`src/rtl/smb_ara_pkg.sv`:
```
package smb_ara_pkg;

  // Sequencer states for one alert response exchange
  typedef enum logic [2:0] {
    ST_IDLE,   // wait for a START
    ST_ADDR,   // collect the first byte
    ST_ACK,    // drive the address acknowledge
    ST_DATA,   // send the address byte, arbitrating
    ST_MACK    // let the master clock its acknowledge
  } ara_state_e;

  // Bus conditions seen on the synchronised lines, one clock wide
  typedef struct packed {
    logic scl_lvl;
    logic sda_lvl;
    logic start;
    logic stop;
    logic rise;
    logic fall;
  } bus_evt_t;

endpackage

```
`src/rtl/smb_ara_sync.sv`:
```
module smb_ara_sync #(
  parameter int              STAGES  = 2,
  parameter int              WIDTH   = 2,
  parameter logic [WIDTH-1:0] RST_VAL = '1
) (
  input  logic             clk,
  input  logic             rst_n,
  input  logic [WIDTH-1:0] d_i,
  output logic [WIDTH-1:0] q_o
);

  localparam int CHAIN_W = STAGES * WIDTH;

  // All stages packed side by side; the newest sample enters at the bottom
  logic [CHAIN_W-1:0] chain_q;

  always_ff @(posedge clk or negedge rst_n) begin
    if (!rst_n) chain_q <= {STAGES{RST_VAL}};
    else        chain_q <= {chain_q[CHAIN_W-WIDTH-1:0], d_i};
  end

  assign q_o = chain_q[CHAIN_W-1 -: WIDTH];

endmodule

```
`src/rtl/smb_ara_cond.sv`:
```
module smb_ara_cond
  import smb_ara_pkg::*;
(
  input  logic     clk,
  input  logic     rst_n,
  input  logic     scl_i,
  input  logic     sda_i,
  output bus_evt_t evt_o
);

  logic scl_p, sda_p;

  always_ff @(posedge clk or negedge rst_n) begin
    if (!rst_n) begin
      scl_p <= 1'b1;
      sda_p <= 1'b1;
    end else begin
      scl_p <= scl_i;
      sda_p <= sda_i;
    end
  end

  // SDA moving while SCL stays high marks a frame boundary
  always_comb begin
    evt_o.scl_lvl = scl_i;
    evt_o.sda_lvl = sda_i;
    evt_o.start   = scl_i & scl_p & sda_p & ~sda_i;
    evt_o.stop    = scl_i & scl_p & ~sda_p & sda_i;
    evt_o.rise    = ~scl_p & scl_i;
    evt_o.fall    = scl_p & ~scl_i;
  end

endmodule

```
`src/rtl/smb_ara_fsm.sv`:
```
module smb_ara_fsm
  import smb_ara_pkg::*;
#(
  parameter int               ADDR_W   = 7,
  parameter logic [ADDR_W-1:0] ARA_ADDR = 7'b0001100
) (
  input  logic              clk,
  input  logic              rst_n,
  input  bus_evt_t          evt_i,
  input  logic              alert_pending_i,
  input  logic [ADDR_W-1:0] dev_addr_i,
  output logic              drive_o,
  output logic              serviced_o
);

  localparam int                 BYTE_W   = ADDR_W + 1;
  localparam int                 CNT_W    = $clog2(BYTE_W);
  localparam int                 MSB      = BYTE_W - 1;
  localparam logic [CNT_W-1:0]   LAST     = CNT_W'(BYTE_W - 1);
  localparam logic [BYTE_W-1:0]  ARA_READ = {ARA_ADDR, 1'b1};

  ara_state_e        state_q;
  logic [CNT_W-1:0]  cnt_q;
  logic [BYTE_W-2:0] sh_q;      // bits already received this byte
  logic [BYTE_W-1:0] tx_q;      // outgoing byte, current bit at the top
  logic              drive_q;
  logic              half_q;    // second phase marker in ACK / MACK
  logic              svc_q;

  logic [BYTE_W-1:0] sh_next;
  assign sh_next = {sh_q, evt_i.sda_lvl};

  always_ff @(posedge clk or negedge rst_n) begin
    if (!rst_n) begin
      state_q <= ST_IDLE;
      cnt_q   <= '0;
      sh_q    <= '0;
      tx_q    <= '0;
      drive_q <= 1'b0;
      half_q  <= 1'b0;
      svc_q   <= 1'b0;
    end else begin
      svc_q <= 1'b0;
      if (evt_i.start) begin
        // any START, first or repeated, opens a new address byte
        state_q <= ST_ADDR;
        cnt_q   <= '0;
        drive_q <= 1'b0;
        half_q  <= 1'b0;
      end else if (evt_i.stop) begin
        state_q <= ST_IDLE;
        drive_q <= 1'b0;
        half_q  <= 1'b0;
      end else begin
        case (state_q)
          ST_ADDR: begin
            if (evt_i.rise) begin
              sh_q <= sh_next[BYTE_W-2:0];
              if (cnt_q == LAST) begin
                if ((sh_next == ARA_READ) && alert_pending_i) begin
                  state_q <= ST_ACK;
                  tx_q    <= {dev_addr_i, 1'b1};
                  half_q  <= 1'b0;
                end else begin
                  state_q <= ST_IDLE;
                end
              end else begin
                cnt_q <= cnt_q + 1'b1;
              end
            end
          end
          ST_ACK: begin
            if (evt_i.fall) begin
              if (!half_q) begin
                drive_q <= 1'b1;             // acknowledge low
                half_q  <= 1'b1;
              end else begin
                drive_q <= ~tx_q[MSB];       // first data bit
                cnt_q   <= '0;
                half_q  <= 1'b0;
                state_q <= ST_DATA;
              end
            end
          end
          ST_DATA: begin
            if (evt_i.rise) begin
              if (tx_q[MSB] && !evt_i.sda_lvl) begin
                // another responder holds the line: back off
                state_q <= ST_IDLE;
                drive_q <= 1'b0;
              end else if (cnt_q == LAST) begin
                state_q <= ST_MACK;
                half_q  <= 1'b0;
              end else begin
                cnt_q <= cnt_q + 1'b1;
                tx_q  <= {tx_q[BYTE_W-2:0], 1'b0};
              end
            end else if (evt_i.fall) begin
              drive_q <= ~tx_q[MSB];
            end
          end
          ST_MACK: begin
            if (evt_i.fall) begin
              drive_q <= 1'b0;               // hand the line to the master
              half_q  <= 1'b1;
            end else if (evt_i.rise && half_q) begin
              svc_q   <= 1'b1;
              half_q  <= 1'b0;
              state_q <= ST_IDLE;
            end
          end
          default: ;
        endcase
      end
    end
  end

  assign drive_o    = drive_q;
  assign serviced_o = svc_q;

  // the pull-down moves only on cycles that follow a low SCL sample
  a_r8_pull_moves_scl_low: assert property (@(posedge clk) disable iff (!rst_n)
    (drive_q != $past(drive_q)) |-> !$past(evt_i.scl_lvl));

  // the serviced indication never lasts more than one clock
  a_r6_single_pulse: assert property (@(posedge clk) disable iff (!rst_n)
    svc_q |=> !svc_q);

  // no pull-down while waiting or while still decoding an address
  a_r2_quiet_outside_reply: assert property (@(posedge clk) disable iff (!rst_n)
    (state_q == ST_IDLE || state_q == ST_ADDR) |-> !drive_q);

  // a START always lands in address decode with the line released
  a_r7_start_restarts: assert property (@(posedge clk) disable iff (!rst_n)
    evt_i.start |=> (state_q == ST_ADDR && !drive_q && !svc_q));

endmodule

```
`src/rtl/smb_alert_responder.sv`:
```
module smb_alert_responder
  import smb_ara_pkg::*;
#(
  parameter int               ADDR_W      = 7,
  parameter logic [ADDR_W-1:0] ARA_ADDR    = 7'b0001100,
  parameter int               SYNC_STAGES = 2
) (
  input  logic              clk,
  input  logic              rst_n,
  input  logic              scl_i,
  input  logic              sda_i,
  input  logic              alert_pending_i,
  input  logic [ADDR_W-1:0] dev_addr_i,
  output logic              sda_pull_o,
  output logic              alert_serviced_o
);

  localparam int BUS_W = 2;

  logic [BUS_W-1:0] bus_s;
  bus_evt_t         evt;

  smb_ara_sync #(
    .STAGES (SYNC_STAGES),
    .WIDTH  (BUS_W),
    .RST_VAL('1)
  ) u_sync (
    .clk  (clk),
    .rst_n(rst_n),
    .d_i  ({scl_i, sda_i}),
    .q_o  (bus_s)
  );

  smb_ara_cond u_cond (
    .clk  (clk),
    .rst_n(rst_n),
    .scl_i(bus_s[1]),
    .sda_i(bus_s[0]),
    .evt_o(evt)
  );

  smb_ara_fsm #(
    .ADDR_W  (ADDR_W),
    .ARA_ADDR(ARA_ADDR)
  ) u_fsm (
    .clk            (clk),
    .rst_n          (rst_n),
    .evt_i          (evt),
    .alert_pending_i(alert_pending_i),
    .dev_addr_i     (dev_addr_i),
    .drive_o        (sda_pull_o),
    .serviced_o     (alert_serviced_o)
  );

endmodule

```
`config.mk`:
```
export PLATFORM = sky130hd
export DESIGN_NAME = smb_alert_responder
export DESIGN_NICKNAME = d
export VERILOG_FILES = /design/src/rtl/smb_ara_pkg.sv /design/src/rtl/smb_ara_sync.sv /design/src/rtl/smb_ara_cond.sv /design/src/rtl/smb_ara_fsm.sv /design/src/rtl/smb_alert_responder.sv
export SDC_FILE = /design/constraint.sdc
export NUM_CORES = 1
export LEC_CHECK = 0
export BUFFER_PORTS_ARGS = -buffer_cell sky130_fd_sc_hd__buf_2
export CAP_MARGIN = 15
export CORE_MARGIN = 2
export CORE_UTILIZATION = 35
export CTS_CLUSTER_SIZE = 16
export DETAILED_ROUTE_END_ITERATION = 8
export GPL_TIMING_DRIVEN = 0
export PLACE_DENSITY_LB_ADDON = 0.25
export SYNTH_ARGS = -nofsm -noshare
export SYNTH_HDL_FRONTEND = slang
export SYNTH_SLANG_ARGS = --single-unit
```
`constraint.sdc`:
```
create_clock -name clk -period 4.5 [get_ports clk]
set_input_delay 0.9 -clock clk [delete_from_list [all_inputs] [get_ports clk]]
set_output_delay 0.9 -clock clk [all_outputs]
set_load 0.01 [all_outputs]
```
=== Word-level counts from Yosys, hierarchy flattened ===
Index checks and enable logic that the tools add are counted.
W data, S select, Z words.

* Bits of input ports: 12
* Word-level logic and storage cells: 128
* Flip-flop bits (word level): 30
* Output and inout port bits: 2

* Add/sub/neg operators: 1
* Reductions and logical operators: 14
* Equality and inequality tests: 33
* Bitwise gates (word level): 14
* Mux-type cells: 56

{| class="wikitable"
|+ Operator list
! kind !! count
|-
| $mux W3 || 19
|-
| $mux W8 || 6
|-
| $ne A4 B3 Y1 const B || 7
|-
| $reduce_and A9 Y1 || 3
|-
| $mux W1 || 25
|-
| $ne A4 B4 Y1 const B || 4
|-
| $pmux W8 S2 || 1
|-
| $pmux W3 S4 || 1
|-
| $ne A2 B1 Y1 const B || 5
|-
| $ne A5 B4 Y1 const B || 2
|-
| $ne A3 B2 Y1 const B || 3
|-
| $pmux W3 S3 || 1
|-
| $eq A8 B5 Y1 const B || 1
|-
| $and A1 B1 Y1 || 7
|-
| $not A1 Y1 || 7
|-
| $reduce_and A7 Y1 || 1
|-
| $eq A3 B2 Y1 const B || 2
|-
| $eq A3 B3 Y1 const B || 2
|-
| $ne A3 B3 Y1 const B || 2
|-
| $reduce_bool A6 Y1 || 1
|-
| $ne A5 B3 Y1 const B || 1
|-
| $ne A5 B5 Y1 const B || 1
|-
| $reduce_and A5 Y1 || 1
|-
| $reduce_bool A5 Y1 || 1
|-
| 11 further kinds || 14
|}

=== Depth between registers and ports, before layout ===
Gate-level depths: netlist of the first run.

* Depth after elaboration: 8
* Gate-level depth with buffers: 8
* Depth with buffers taken out: 7

=== Hierarchy ===
From an unflattened synthesis of the first run, not the netlist that was laid out.

* Cells, all modules: 159
* Area, all modules: 1,760.4 µm²

{| class="wikitable"
|+ By module, submodules not included
! module !! cells each !! times used !! area an instance (µm²)
|-
| smb_ara_fsm || 145 || 1 || 1,537.7
|-
| smb_ara_sync || 6 || 1 || 120.1
|-
| smb_ara_cond || 8 || 1 || 102.6
|}

=== Worst setup path after synthesis of the first run ===
Ideal clock, no wire load.

* Path kind: input to register
* Start: in alert_pending_i
* End: reg u_fsm.tx_q[0]
* Data arrival time: 2.280 ns
* Required time: 4.375 ns
* Slack: 2.095 ns
* Cell stages on the path: 4
* Library setup time: 0.125 ns
* Cell sequence: nor4bb_1 -> nand3b_1 -> a2111oi_4 -> mux2_2

* Word-level cells in the longest chain between the ends: 3

{| class="wikitable"
|+ Ends and longest elaborated chain
! item !! line !! RTL
|-
| from (decl) || smb_alert_responder.sv:12 || <nowiki>input logic alert_pending_i,</nowiki>
|-
| $logic_and A1 B1 Y1 || smb_ara_fsm.sv:60 || <nowiki>if ((sh_next == ARA_READ) && alert_pending_i) begin</nowiki>
|-
| $ne A2 B1 Y1 (no source line) || -- ||
|-
| $reduce_and A9 Y1 (no source line) || -- ||
|-
| to (signal assigned) || smb_ara_fsm.sv:62 || <nowiki>tx_q <= {dev_addr_i, 1'b1};</nowiki>
|-
| to (signal assigned) || smb_ara_fsm.sv:96 || <nowiki>tx_q <= {tx_q[BYTE_W-2:0], 1'b0};</nowiki>
|-
| to (decl) || smb_ara_fsm.sv:25 || <nowiki>logic [BYTE_W-1:0] tx_q;</nowiki>
|}

No other way between the ends.
A chain may end at the register's enable or synchronous reset.

=== Final worst setup path of the first run ===
* Start: in alert_pending_i
* End: reg u_fsm.tx_q[6]

Same word-level chain as after synthesis.

==> impl_metrics.json, run 1 <==
{
  "firstDrtPassIters": 4,
  "synth_edf_count": 0,
  "clk_transition_reported_paths_ps": 60,
  "start_util_pct": 36.6,
  "core_mm2": 0.00441,
  "mostFrequentLayoutCell": "dfrtp_1",
  "ir_worst_vdd_mv": 0.209,
  "setup.worst_path.start_class": "input pin",
  "tns_ps": 0,
  "viasPerCell": 5.48,
  "utilization_pct": 41.8,
  "cts_setup_buffers": 0,
  "io_pins": 14,
  "drtIter0Drc": 47,
  "yosysWarnings": 0,
  "p_leak_nw": 0.829,
  "clock_latency_ps": 280,
  "syn_nets": 156,
  "root_buffer": "clkbuf_8",
  "ys.flop_type": "dfrtp_1",
  "rrSetupSlack_ps": 2150,
  "track_usage_pct": 13.5,
  "worst_r2r_startpoint": "u_fsm.cnt_q[0]",
  "nFillCells": 424,
  "drc": 0,
  "setup_slack_ps": 2110,
  "cts_hold_buf": 0,
  "fmax_mhz": 418,
  "setup_viol": 0,
  "path_max_fanout": 8,
  "period_needed_ps": 2390,
  "htree_levels": 2,
  "arrival_ps": 2550,
  "synth_area_per_cell_um2": 11.6,
  "clock-skew-final_ps": 5.37,
  "wire_per_inst_um": 14.4,
  "cp-end-kind": "register",
  "rows": 24,
  "dieArea_mm2": 0.00518,
  "cts-buffers-inserted": 5,
  "wirelength_um": 3050,
  "area_growth_pct": 13.9,
  "first_global_vias": 1197,
  "ant_nets": 0,
  "status": "finished clean",
  "drive_gt1_share_pct": 35.6,
  "dieWidth_um": 72.0,
  "final_cell_mix": "dfrtp_1, mux2_2, buf_2, nand2_1",
  "grt_max_degree": 31,
  "async_reset_ff_share_pct": 100,
  "crit_path_start": "alert_pending_i",
  "final_nets": 176,
  "synth_area_mm2": 0.00162,
  "hpwl_um": 2310,
  "worstMarginPinSlew_ps": 631,
  "cts.sinks": 30,
  "pwr_density_cell_mw_per_mm2": 401,
  "vias": 1161,
  "antenna_found_initial": 0,
  "seq_area_frac_synth_pct": 46.9,
  "synth_cell_type_count": 41,
  "fin_hold_ws_ps": 357,
  "maxCapViolCount": 0,
  "max_slew_margin_pct": 57.9,
  "post_cts_resized": 0,
  "gp_congestion": 0.844,
  "die_height_um": 72.0,
  "hold_start": "u_sync.chain_q[0]",
  "cts_tree": "done",
  "finalMaxSlewViolations": 0,
  "worstSetupPathType": "in2reg",
  "rsz0062_at_grt": "no",
  "synthCells": 139,
  "crit_required_ps": 4660,
  "grt_pass1_wl_um": 5440,
  "r2r_cells": 6,
  "portBuffers": 13,
  "grt_overflow": 0,
  "preCtsSetupSlack_ps": 1780,
  "hold_depth": 0,
  "antenna_cells": 0,
  "hold_class": "reg2reg",
  "fin_total_pwr_mw": 0.739,
  "timing.final.crit_share_pct": 53.1,
  "finalHoldViolCount": 0,
  "ys_ff_latch": 30,
  "clock_path_buffers": 2
}
-- routing by layer --
metal	up-vias	global-route usage [%]	part of all wire (%)
li1	550	-	-
met1	578	15.9	43
met2	29	22.4	50
met3	4	4.72	5.2
met4	0	5.24	1.2
met5	-	0	0
-- kinds of logic (layout without fill, tap and decap cells) --
group	count (synthesis)	after routing	share of synthesized area, %
multiplexers	25	25	17.2
adder cells (fa/ha/maj)	5	5	3.87
buffers and inverters	10	31	2.71
AND/OR/NAND/NOR	41	41	14.8
AO/OA/AOI/OAI	25	25	12.9
XOR/XNOR	3	3	1.62
flip-flops	30	30	46.9
-- Yosys cell counts, types with 3 or more instances --
cell | n | area [um^2]
dfrtp_1 | 24 | 601
nor2b_1 | 3 | 18.8
inv_1 | 5 | 18.8
a21oi_1 | 4 | 20.0
xor2_1 | 3 | 26.3
nand2_1 | 9 | 33.8
nand2b_1 | 3 | 18.8
nor3b_1 | 3 | 22.5
ha_1 | 5 | 62.6
nor4bb_1 | 3 | 30.0
o21ai_0 | 3 | 15.0
nor2_1 | 6 | 22.5
dfstp_2 | 6 | 158
mux2_2 | 23 | 259
-- critical path, stage by stage --
cell and delay (ps):
buf_2 70, nor4bb_1 260, nand3b_1 220, a2111oi_4 690, mux2_2 400
-- final cells by class --
type                    count  area (um^2)  share of cell area (%)
plain buffers               5         25.0                    1.36
clock buffers               6         82.6                    4.48
clock inverters             2         12.5                   0.679
inverters                   5         18.8                    1.02
multi-input cells          99          816                    44.3
flip-flops and latches     30          758                    41.1
well taps                  52         65.1                    3.53
repair buffers             13         65.1                    3.53
-- report_power, final --
group | switching (mW) | internal (mW) | leakage, nW | total [mW]
sequential | 0.0339 | 0.325 | 0.375 | 0.359
clock | 0.100 | 0.123 | 0.0472 | 0.223
combinational | 0.0750 | 0.0823 | 0.407 | 0.157
-- flip-flops by register name, summed over array words and instances (netlist names) --
signal            cells
u_fsm.tx_q            8
u_fsm.serviced_o      1
u_sync.chain_q        4
u_fsm.drive_o         1
u_fsm.half_q          1
u_fsm.state_q         3
u_cond.sda_p          1
u_fsm.sh_q            7
u_fsm.cnt_q           3
u_cond.scl_p          1
-- worst paths after layout --
check | end
hold / removal | u_sync.chain_q[2]
hold reg to reg | u_sync.chain_q[2]
setup / recovery | u_fsm.tx_q[6]
min in group asynchronous | u_fsm.half_q
setup reg to reg | u_fsm.tx_q[6]
max in group asynchronous | u_fsm.cnt_q[0]
-- metrics by stage --
stage                     instances  cell area, um^2
after global routing            212             1840
final                           212             1840
after CTS                       212             1840
after floorplan                 139             1620
after global placement          204             1750
after detailed placement        204             1750
Power figures use the tool's default switching activity.
==> run 2: changes to the inputs <==
==> constraint.sdc (replaced) <==
create_clock -name clk -period 2.1 [get_ports clk]
set_input_delay 0.42 -clock clk [delete_from_list [all_inputs] [get_ports clk]]
set_output_delay 0.42 -clock clk [all_outputs]
set_load 0.01 [all_outputs]
==> run 2 against run 1 <==
Effect of this change:
- non-clock buffer count grew 4
- die area is the same
- register-to-register slack lost 2000 ps
- total power grew 120%
- sequential share of layout area shrank 1.7 points
- via count grew 1.5%
- sequential power grew 120%
- critical path depth grew 1
- first-iteration DRC count shrank 28%
- critical endpoint is now u_fsm.cnt_q[0]
==> impl_metrics.json, run 2 (synthesis gave the netlist of run 1 again) <==
{
  "status": "finished clean",
  "wire_per_inst_um": 14.7,
  "rrSetupSlack_ps": 110,
  "period_needed_ps": 1990,
  "hold_class": "in2async",
  "path_max_fanout": 5,
  "arrival_ps": 2160,
  "cts_hold_buf": 0,
  "cp-end-kind": "register",
  "p_leak_nw": 0.853,
  "cts_tree": "done",
  "pwr_density_cell_mw_per_mm2": 838,
  "dieArea_mm2": 0.00518,
  "area_growth_pct": 18.8,
  "fin_total_pwr_mw": 1.61,
  "gp_congestion": 0.844,
  "clock_path_buffers": 2,
  "max_slew_margin_pct": 57.8,
  "drc": 0,
  "worstMarginPinSlew_ps": 633,
  "final_nets": 180,
  "largest_reg_flops": 8,
  "fmax_mhz": 501,
  "ant_nets": 0,
  "antenna_cells": 0,
  "io_pins": 14,
  "largest-register": "u_fsm.tx_q",
  "setup.worst_path.start_class": "register",
  "finalMaxSlewViolations": 0,
  "viasPerCell": 5.45,
  "track_usage_pct": 13.6,
  "core_mm2": 0.00441,
  "worst_r2r_startpoint": "u_cond.scl_p",
  "portBuffers": 13,
  "clock_latency_ps": 280,
  "drive_gt1_share_pct": 43.3,
  "tns_ps": 0,
  "setup_slack_ps": 105,
  "setup_viol": 0,
  "preCtsSetupSlack_ps": -234,
  "drtIter0Drc": 34,
  "crit_path_start": "u_cond.scl_p",
  "firstDrtPassIters": 4,
  "hpwl_um": 2310,
  "grt_pass1_wl_um": 5510,
  "cts.sinks": 30,
  "grt_max_degree": 31,
  "clk_transition_reported_paths_ps": 70,
  "design_area_mm2": 0.00192,
  "root_buffer": "clkbuf_8",
  "nFillCells": 419,
  "crit_required_ps": 2270,
  "cts-buffers-inserted": 5,
  "biggestRegsByFlops": "u_fsm.tx_q: 8 flops, u_fsm.sh_q: 7 flops, u_sync.chain_q: 4 flops",
  "clock-skew-final_ps": 5.07,
  "htree_levels": 2,
  "rows": 24,
  "dieWidth_um": 72.0,
  "grt_overflow": 0,
  "finalHoldViolCount": 0,
  "maxCapViolCount": 0,
  "start_util_pct": 36.6,
  "first_global_vias": 1201,
  "mostFrequentLayoutCell": "dfrtp_1",
  "place_area_mm2": 0.00175,
  "worstSetupPathType": "reg2reg",
  "die_height_um": 72.0,
  "wirelength_um": 3170,
  "final_cell_mix": "dfrtp_1, mux2_2, buf_2, nand2_1",
  "timing.final.crit_share_pct": 95.0,
  "ir_worst_vdd_mv": 0.453,
  "antenna_found_initial": 0,
  "vias": 1178
}
## run 2: final cells by class
| type | instances | area (um^2) | area share, % |
|---|---|---|---|
| Clock inverter | 2 | 12.5 | 0.651 |
| Inverter | 5 | 18.8 | 0.977 |
| Clock buffer | 6 | 82.6 | 4.30 |
| Timing Repair Buffer | 18 | 106 | 5.53 |
| Tap cell | 52 | 65.1 | 3.39 |
| Buffer | 4 | 21.3 | 1.11 |
| Sequential cell | 30 | 758 | 39.5 |
| Multi-Input combinational cell | 99 | 857 | 44.6 |
## run 2: repair_timing
item	4_1_cts	5_1_grt
pin swaps	1	3
resized for setup	7	5
setup endpoints to repair	11	11
endpoints found under the hold margin	0	0
buffers inserted	1	4
## run 2: metal layers
metal  track usage, %  vias up  share of wire (%)  wire length [um]
li1                 -      558                  -                 -
met1             16.1      590                 43              1360
met2             22.8       25                 51              1610
met3             4.72        5                5.0               159
met4             5.24        0                1.4                46
met5                0        -                  0                 0
## run 2: per-stage QoR
step / util (%) / hold slack (ps) / std cells
after floorplan: - / 124 / 139
after global placement: 39.6 / 347 / 204
after detailed placement: 39.6 / 348 / 204
after CTS: 42.5 / 191 / 212
after global routing: 43.5 / 200 / 216
final: 43.5 / 152 / 216
## run 2: worst max-delay path: stages (launching register included)
cell	delay (ps)
dfstp_2	540
ha_2	230
nor2b_4	200
and3_4	240
a2bb2oi_1	170
o32a_2	180
mux2_2	330
## run 2: final timing paths
kind	depth (start not counted)	endpoint
max	6	u_fsm.cnt_q[0]
min	1	u_fsm.half_q
max reg2reg	6	u_fsm.cnt_q[0]
min reg2reg	0	u_sync.chain_q[2]
max in group asynchronous	1	u_fsm.cnt_q[0]
min in group clk	1	u_sync.chain_q[0]
## run 2: power by group
group	leakage, nW	internal [mW]	switching (mW)
Clock	0.0472	0.263	0.216
Combinational	0.430	0.191	0.167
Sequential	0.375	0.696	0.0773
Total	0.853	1.15	0.461
==> run 3: changes to the inputs <==
==> constraint.sdc (replaced) <==
create_clock -name clk -period 1.8 [get_ports clk]
set_input_delay 0.36 -clock clk [delete_from_list [all_inputs] [get_ports clk]]
set_output_delay 0.36 -clock clk [all_outputs]
set_load 0.01 [all_outputs]
==> run 3 against run 2 <==
Effect of this change:
- the flow now finishes with violations (setup timing)
- clock power rose by 18%
- critical endpoint is now u_fsm.tx_q[0]
- final area up 13%
- global-route usage increased by 1.3 points
- combinational power increased by 54%
- flip-flop and latch count is the same
- critical path depth rose by 1
- critical path type unchanged
- first-iteration DRC count increased by 88%
- count of clock-buffer cells in the layout unchanged
- worst setup slack lost 360 ps
==> impl_metrics.json, run 3 (synthesis gave the netlist of run 1 again) <==
{
  "cp-end-kind": "register",
  "wire_per_inst_um": 15.5,
  "clock_latency_ps": 290,
  "biggestRegsByFlops": "u_fsm.tx_q: 8 flops, u_fsm.sh_q: 7 flops, u_sync.chain_q: 4 flops",
  "fin_total_pwr_mw": 2.02,
  "vias": 1218,
  "maxCapViolCount": 0,
  "clock-skew-final_ps": 8.46,
  "drc": 0,
  "worst_r2r_startpoint": "u_fsm.cnt_q[1]",
  "wirelength_um": 3530,
  "worstMarginPinSlew_ps": 640,
  "start_util_pct": 36.6,
  "path_delay_family": "flip-flops",
  "core_mm2": 0.00441,
  "cts-buffers-inserted": 5,
  "ir_worst_vdd_mv": 0.557,
  "fin_hold_ws_ps": 89.9,
  "max_slew_margin_pct": 57.3,
  "path_max_fanout": 5,
  "crit_path_top_delay_cell": "dfrtp_1",
  "die_height_um": 72.0,
  "dieArea_mm2": 0.00518,
  "cts.sinks": 30,
  "track_usage_pct": 14.9,
  "crit_path_start": "u_fsm.cnt_q[1]",
  "p_leak_nw": 0.961,
  "mostFrequentLayoutCell": "dfrtp_1",
  "fmax_mhz": 487,
  "cts_tree": "done",
  "final_cell_mix": "dfrtp_1, buf_4, buf_2, mux2_2, mux2_4",
  "violations": "setup timing",
  "area_growth_pct": 34.4,
  "final_nets": 192,
  "grt_max_degree": 31,
  "path_cells": "ha_2 > ha_4 > xor2_1 > nand2_1 > a2111oi_4 > buf_4 > mux2_4",
  "finalMaxSlewViolations": 0,
  "nFillCells": 393,
  "arrival_ps": 2230,
  "finalHoldViolCount": 0,
  "preCtsSetupSlack_ps": -450,
  "firstDrtPassIters": 4,
  "utilization_pct": 49.3,
  "rsz0062_at_grt": "yes",
  "root_buffer": "clkbuf_8",
  "period_needed_ps": 2050,
  "drtIter0Drc": 64,
  "clk_transition_reported_paths_ps": 70,
  "critical_path_buf_inv_count": 1,
  "antenna_found_initial": 0,
  "first_global_vias": 1243,
  "pwr_density_cell_mw_per_mm2": 930,
  "gp_congestion": 0.810,
  "ant_nets": 0,
  "setup_slack_ps": -254,
  "tns_ps": -2660,
  "largest_reg_flops": 8,
  "viasPerCell": 5.34,
  "crit_required_ps": 1980,
  "clock_path_buffers": 2,
  "status": "finished, violations left",
  "hpwl_um": 2350,
  "grt_overflow": 0,
  "antenna_cells": 0,
  "portBuffers": 13,
  "setup_viol": 14,
  "hold_class": "in2async",
  "rows": 24,
  "drive_gt1_share_pct": 53.4,
  "grt_pass1_wl_um": 5890,
  "worstSetupPathType": "reg2reg",
  "timing.final.crit_share_pct": 114,
  "dieWidth_um": 72.0,
  "max_stage_delay_ps": 390,
  "largest-register": "u_fsm.tx_q",
  "io_pins": 14,
  "setup.worst_path.start_class": "register",
  "htree_levels": 2
}
==> run 3: cell types whose count changed in the layout (fill, tap and decap cells not counted), sizes merged <==
cell / delta
buf: +11
clkbuf: +1
==> run 3: power breakdown <==
| part | leakage, nW | switching, mW | internal (mW) |
|---|---|---|---|
| sequential | 0.375 | 0.0969 | 0.812 |
| clock | 0.0472 | 0.257 | 0.306 |
| combinational | 0.539 | 0.241 | 0.308 |
==> run 3: routing by layer <==
layer / global-route usage, % / up-vias / share of wire (%)
met3: 4.72 / 15 / 3.7
met5: 0 / - / 0
met2: 24.2 / 21 / 50
li1: - / 580 / -
met4: 7.97 / 0 / 3.6
met1: 17.8 / 602 / 43
==> run 3: area by class of cell <==
| type | instances | area (um^2) | area share, % |
|---|---|---|---|
| inverter | 5 | 18.8 | 0.863 |
| tap | 52 | 65.1 | 2.99 |
| timing repair buffer | 29 | 189 | 8.69 |
| clock inverter | 2 | 12.5 | 0.575 |
| sequential | 30 | 758 | 34.9 |
| clock buffer | 6 | 82.6 | 3.80 |
| multi-input combinational | 99 | 1010 | 46.4 |
| buffer | 5 | 38.8 | 1.78 |
==> run 3: path summary, 6_finish.rpt <==
| path | end | slack, ps | depth (start not counted) |
|---|---|---|---|
| setup / recovery | u_fsm.tx_q[0] | -250 | 7 |
| hold / removal | u_fsm.state_q[2] | 90 | 1 |
| setup reg to reg | u_fsm.tx_q[0] | -250 | 7 |
| hold reg to reg | u_sync.chain_q[2] | 360 | 0 |
| max in group asynchronous | u_fsm.state_q[0] | 1280 | 1 |
| min in group clk | u_sync.chain_q[0] | 170 | 1 |
==> run 3: per-stage QoR <==
| step | std cells | area (um^2) |
|---|---|---|
| global placement | 204 | 1850 |
| finish | 228 | 2170 |
| floorplan | 139 | 1720 |
| detailed placement | 204 | 1850 |
| CTS | 222 | 2090 |
| global route | 228 | 2170 |
==> run 3: timing repair <==
item | CTS | global route
gates resized for setup | 14 | 9
pin swaps | 7 | 7
hold endpoints to repair | 0 | 0
setup buffers | 10 | 6
setup endpoints to repair | 21 | 22
hold buffers | 0 | 0
